===== src/rtl/sprite_scan_pkg.sv =====
package sprite_scan_pkg;

    localparam int COORD_W   = 8;
    localparam int VFLIP_BIT = 7;

    typedef struct packed {
        logic [COORD_W-1:0] ypos;
        logic [7:0]         tile;
        logic [7:0]         flags;
        logic [COORD_W-1:0] xpos;
    } oam_entry_t;

    typedef enum logic [1:0] {
        ST_IDLE,
        ST_SCAN,
        ST_EMIT,
        ST_DONE
    } scan_state_t;

endpackage


===== src/rtl/sprite_row_match.sv =====
module sprite_row_match
    import sprite_scan_pkg::*;
#(
    parameter int SPR_H = 8,
    localparam int ROW_W = (SPR_H > 1) ? $clog2(SPR_H) : 1
) (
    input  logic [COORD_W-1:0] line,
    input  logic [COORD_W-1:0] ypos,
    input  logic               vflip,
    output logic               hit,
    output logic [ROW_W-1:0]   row
);

    logic [COORD_W:0]   diff;
    logic [COORD_W-1:0] span;

    always_comb begin
        diff = {1'b0, line} - {1'b0, ypos};
        span = diff[COORD_W-1:0];
        // borrow set means the sprite starts below this line
        hit  = !diff[COORD_W] && (span < COORD_W'(SPR_H));
        row  = vflip ? ROW_W'(SPR_H - 1) - span[ROW_W-1:0] : span[ROW_W-1:0];
    end

endmodule


===== src/rtl/sprite_hit_counter.sv =====
module sprite_hit_counter #(
    parameter int MAX_HITS = 16,
    localparam int CNT_W = $clog2(MAX_HITS + 1)
) (
    input  logic clk,
    input  logic rst_n,
    input  logic clear,
    input  logic inc,
    output logic at_cap_next
);

    logic [CNT_W-1:0] count_q;

    always_ff @(posedge clk) begin
        if (!rst_n || clear) begin
            count_q <= '0;
        end else if (inc) begin
            count_q <= count_q + 1'b1;
        end
    end

    assign at_cap_next = (count_q == CNT_W'(MAX_HITS - 1));


    cnt_bound_chk: assert property (@(posedge clk) disable iff (!rst_n)
        count_q <= CNT_W'(MAX_HITS));

endmodule


===== src/rtl/sprite_line_scanner.sv =====
module sprite_line_scanner
    import sprite_scan_pkg::*;
#(
    parameter int ENTRIES  = 64,
    parameter int MAX_HITS = 16,
    parameter int SPR_H    = 8,
    localparam int IDX_W = $clog2(ENTRIES),
    localparam int ROW_W = (SPR_H > 1) ? $clog2(SPR_H) : 1,
    localparam int WORD_W = $bits(oam_entry_t)
) (
    input  logic               clk,
    input  logic               rst_n,
    input  logic               start_i,
    input  logic [COORD_W-1:0] line_i,
    output logic [IDX_W-1:0]   oam_addr_o,
    input  logic [WORD_W-1:0]  oam_data_i,
    input  logic               halt_i,
    output logic [WORD_W-1:0]  rec_o,
    output logic [ROW_W-1:0]   row_o,
    output logic               valid_o,
    output logic               done_o
);

    scan_state_t      state_q, state_d;
    logic [IDX_W-1:0] idx_q, idx_d;
    oam_entry_t       rec_q;
    logic [ROW_W-1:0] row_q;
    oam_entry_t       entry;
    logic             hit;
    logic [ROW_W-1:0] row_calc;
    logic             load, cnt_clr, cnt_inc, cap_next, last_entry;

    assign entry      = oam_entry_t'(oam_data_i);
    assign last_entry = (idx_q == IDX_W'(ENTRIES - 1));

    sprite_row_match #(.SPR_H(SPR_H)) u_match (
        .line  (line_i),
        .ypos  (entry.ypos),
        .vflip (entry.flags[VFLIP_BIT]),
        .hit   (hit),
        .row   (row_calc)
    );

    sprite_hit_counter #(.MAX_HITS(MAX_HITS)) u_hits (
        .clk         (clk),
        .rst_n       (rst_n),
        .clear       (cnt_clr),
        .inc         (cnt_inc),
        .at_cap_next (cap_next)
    );

    // next-state and control
    always_comb begin
        state_d = state_q;
        idx_d   = idx_q;
        load    = 1'b0;
        cnt_clr = 1'b0;
        cnt_inc = 1'b0;
        unique case (state_q)
            ST_IDLE, ST_DONE: begin
                if (start_i) begin
                    state_d = ST_SCAN;
                    idx_d   = '0;
                    cnt_clr = 1'b1;
                end
            end
            ST_SCAN: begin
                if (hit) begin
                    state_d = ST_EMIT;
                    load    = 1'b1;
                end else if (last_entry) begin
                    state_d = ST_DONE;
                end else begin
                    idx_d = idx_q + 1'b1;
                end
            end
            ST_EMIT: begin
                if (!halt_i) begin
                    cnt_inc = 1'b1;
                    if (cap_next || last_entry) begin
                        state_d = ST_DONE;
                    end else begin
                        state_d = ST_SCAN;
                        idx_d   = idx_q + 1'b1;
                    end
                end
            end
            default: state_d = ST_IDLE;
        endcase
    end

    // state register and captured record
    always_ff @(posedge clk) begin
        if (!rst_n) begin
            state_q <= ST_IDLE;
            idx_q   <= '0;
            rec_q   <= '0;
            row_q   <= '0;
        end else begin
            state_q <= state_d;
            idx_q   <= idx_d;
            if (load) begin
                rec_q <= entry;
                row_q <= row_calc;
            end
        end
    end

    // outputs
    always_comb begin
        valid_o    = (state_q == ST_EMIT);
        done_o     = (state_q == ST_DONE);
        oam_addr_o = idx_q;
        rec_o      = rec_q;
        row_o      = row_q;
    end


    stall_hold_chk: assert property (@(posedge clk) disable iff (!rst_n)
        (valid_o && halt_i) |=> (valid_o && $stable(rec_o) && $stable(row_o) && $stable(oam_addr_o)));


    start_entry_chk: assert property (@(posedge clk) disable iff (!rst_n)
        ((state_q == ST_IDLE || state_q == ST_DONE) && start_i) |=> (oam_addr_o == '0 && !done_o));


    start_ignored_chk: assert property (@(posedge clk) disable iff (!rst_n)
        (state_q == ST_SCAN && start_i && oam_addr_o != '0) |=> (oam_addr_o != '0));


    done_sticky_chk: assert property (@(posedge clk) disable iff (!rst_n)
        (done_o && !start_i) |=> done_o);

endmodule


===== config.mk =====
export PLATFORM = sky130hd
export DESIGN_NAME = sprite_line_scanner
export DESIGN_NICKNAME = d
export VERILOG_FILES = /design/src/rtl/sprite_scan_pkg.sv /design/src/rtl/sprite_row_match.sv /design/src/rtl/sprite_hit_counter.sv /design/src/rtl/sprite_line_scanner.sv
export SDC_FILE = /design/constraint.sdc
export NUM_CORES = 1
export LEC_CHECK = 0
export ABC_AREA = 1
export BUFFER_PORTS_ARGS = -buffer_cell sky130_fd_sc_hd__buf_2
export CAP_MARGIN = 20
export CORE_ASPECT_RATIO = 0.7
export CORE_MARGIN = 1.5
export CORE_UTILIZATION = 40
export CTS_CLUSTER_DIAMETER = 40
export DETAILED_ROUTE_END_ITERATION = 8
export GPL_TIMING_DRIVEN = 0
export PLACE_DENSITY = 0.65
export SETUP_SLACK_MARGIN = 0.1
export SLEW_MARGIN = 20
export SYNTH_ARGS = -nofsm -noshare
export SYNTH_HDL_FRONTEND = slang
export SYNTH_SLANG_ARGS = --single-unit

===== constraint.sdc =====
create_clock -name clk -period 3.3 [get_ports clk]
set_input_delay 0.99 -clock clk [delete_from_list [all_inputs] [get_ports clk]]
set_output_delay 0.99 -clock clk [all_outputs]
set_load 0.1 [all_outputs]

==> results.toml <==
[setup_path]
cp_top_family = "simple AND/OR/NAND/NOR gates"
worstReg2RegStart = "state_q[0]$_SDFFE_PN0P_"
cp-end-kind = "flop"
crit_top_cell = "nand2_1"
arrival_ns = 3.11
r2r_end = "oam_addr_o[2]$_SDFFE_PN0P_"
cp_max_fo = 10
critPathMaxStageDelay_ns = 0.41
cp-startpoint = "line_i[0]"
critPathKind = "input pin to flop"
reg2reg_slack_ns = 1.29
slowest_stage = "fa_1"
crit_required_ns = 3.53
crit_end = "rec_o[21]$_SDFFE_PN0P_"
start_kind = "input pin"
critPathBufInv = 5
ff2ff_path_depth = 13
worst-path-stages = 18
crit_chain = "buf_2 > inv_1 > ha_1 > fa_1 > inv_1 > nand2_1 > nand2_1 > nand2_1 > nand2_1 > nand2_1 > nor2_1 > nand2_1 > nor2_2 > nand3_2 > inv_2 > buf_6 > nand2_1 > a21oi_1"

[power]
ir_drop_v = 0.0003132
power.density_nw_per_um2 = 628.1
p_leak_nw = 1.528

[synthesis]
synth_seq_cells = 48
synth_ff_type = "dfxtp_1"
yosysSeqAreaShare_pct = 39.30
synthArstFlopShare_pct = 0
synth_cells = 351
synth_top_area_cell = "dfxtp_1"
synthDistinctLibCells = 26
synth_edf_count = 0
synth.avg_cell_area_sq_um = 6.965
synth.area.top_cells = "dfxtp_1 39%, nand2_1 19%, a21oi_1 9.2%, ha_1 7.7%, inv_1 5.7%"
yosys.cell_count.top_type = "nand2_1"
synth_top_area_share_pct = 39.30
synth_warnings = 0
syn_nets = 411
syn_area_sq_um = 2445
synth_commonest_cells = "124 x nand2_1, 48 x dfxtp_1, 45 x a21oi_1, 37 x inv_1, 26 x nor2_1"

[timing]
drv_slew = 0
slew_headroom_pct = 65.83
worstMarginPinSlew_ns = 0.5126
min_period_over_period_pct = 87.24
post-route-min-period_ns = 2.879
setup_violations = 0
finalClockSkew_ns = 0.004129
finalHoldViolCount = 0
finalSetupTns_ns = 0
fmax_mhz = 347.3
fin_ws_ns = 0.4210
hold_ws_ns = 0.4644
rsz0062_at_grt = "no"

[floorplan]
die_w_um = 96.44
core_area_sq_um = 5813
initial_core_util_pct = 42.06
row_count = 23
ioPinCount = 87
dieArea_sq_um = 6597
die_y_um = 68.41

[status]
outcome = "finished, final reports clean"

[place]
place_inst = 511
dpl.hpwl_um = 4411
gp_congestion = 0.8320
io_buffer_count = 85
place_ws_ns = 0.1260

[clock_tree]
cts_buffer_depth = 2
cts_sinks = 48
postCtsSetupRepairBufs = 0
clock_latency_ns = 0.30
cts_buffers = 5
htree_levels = 2
clk_pin_slew_worst_paths_ns = 0.09
ctsHoldBuffers = 0
cts_root_buffer = "clkbuf_8"
cts_resized = 0
tritoncts = "done"

[grt]
grt_overflow_total = 0
grt_max_degree = 16
grt_pass1_wl_um = 9273
antenna_found_initial = 0
grt_usage_pct = 18.40
grt_pass1_vias = 2022

[cells_and_area]
n_fill_cell = 597
nNetsFinal = 503
multi_input_area_sq_um = 1246
final-seq-area_sq_um = 960.9
drive_above_1_share_pct = 23.87
final_cells = 519
antennaDiodeCount = 0
final_util_pct = 53.72
area_growth_pct = 27.74

[routing]
avgRoutedWirePerCell_um = 11.23
vias_per_cell = 4.607
drc = 0
wirelength_um = 5826
antenna_left = 0
vias = 2391
drtIter0Drc = 95
first_pass_iters = 4

[run]
maxCapViolations = 0

[min_path]
hold_class = "flop to flop"
==> worst min-delay path by stage <==
stage / to / slack [ns] / depth (start not counted) / start
floorplan: u_hits.count_q[1]$_SDFFE_PP0P_ / 0.46 / 2 / u_hits.count_q[1]$_SDFFE_PP0P_
global placement: rec_o[8]$_SDFFE_PN0P_ / 0.45 / 2 / rec_o[8]$_SDFFE_PN0P_
detailed placement: rec_o[8]$_SDFFE_PN0P_ / 0.45 / 2 / rec_o[8]$_SDFFE_PN0P_
CTS: rec_o[8]$_SDFFE_PN0P_ / 0.47 / 2 / rec_o[8]$_SDFFE_PN0P_
global route: rec_o[20]$_SDFFE_PN0P_ / 0.48 / 2 / rec_o[20]$_SDFFE_PN0P_
finish: rec_o[20]$_SDFFE_PN0P_ / 0.46 / 2 / rec_o[20]$_SDFFE_PN0P_
==> layer usage <==
| layer | part of all wire, % | track usage, % | vias up |
|---|---|---|---|
| met2 | 40 | 27.62 | 69 |
| li1 | - | - | 1284 |
| met5 | 0 | 0 | - |
| met4 | 0.91 | 5.254 | 0 |
| met1 | 52 | 25.60 | 1034 |
| met3 | 7.3 | 5.222 | 4 |
==> cell type report <==
type / count / share of cell area, %
buffer: 12 / 2.804
clock buffer: 5 / 2.204
clock inverter: 3 / 2.885
inverter: 40 / 4.808
multi-input combinational: 251 / 39.90
sequential: 48 / 30.77
tap: 75 / 3.005
timing repair buffer: 85 / 13.62
==> registers in the layout, summed over array words and instances, names as in the netlist <==
signal	flops
row_o	3
rec_o	32
state_q	2
oam_addr_o	6
u_hits.count_q	5
==> stage by stage <==
| stage | power [mW] | cell area, sq um |
|---|---|---|
| 6_report | 1.962 | 3123 |
| 2_1_floorplan | 1.253 | 2445 |
| 5_1_grt | 2.088 | 3123 |
| 3_3_place_gp | 1.382 | 2964 |
| 3_5_place_dp | 1.388 | 2964 |
| 4_1_cts | 1.983 | 3123 |
==> where the power goes <==
| group | switching (mW) | internal [mW] | leakage, nW |
|---|---|---|---|
| registers | 0.0466 | 0.623 | 0.388 |
| clock network | 0.205 | 0.379 | 0.0784 |
| logic | 0.529 | 0.180 | 1.06 |
| total | 0.780 | 1.18 | 1.53 |
==> worst register-to-register path, stage by stage, from the launching register on <==
cell and delay, ns:
dfxtp_1 0.37, inv_1 0.07, ha_1 0.29, clkbuf_1 0.20, inv_1 0.14, o21ai_0 0.08
inv_1 0.10, o21ai_0 0.09, nor2_1 0.22, nand2_4 0.10, inv_2 0.11, nand2_1 0.06
nand2_1 0.05, nor2_1 0.03
==> kinds of logic after synthesis <==
group / synth area share (%)
simple gates: 29.68
compound gates: 11.36
buf+inv: 9.723
flops: 39.30
fa+ha+maj: 8.495
xor+xnor: 1.433
==> cells in the final DEF, fill, tap and decap left out, drive strengths merged <==
cell type / n
a211oi: 1
a21oi: 45
buf: 93
bufinv: 3
clkbuf: 9
clkinv: 1
dfxtp: 48
fa: 1
ha: 15
inv: 39
nand2: 125
nand3: 13
nand3b: 3
nand4: 1
nor2: 27
nor3: 2
nor3b: 4
o21ai: 9
or2: 1
xnor2: 3
xor2: 1
Note: power is estimated with default switching activity, not from simulation.
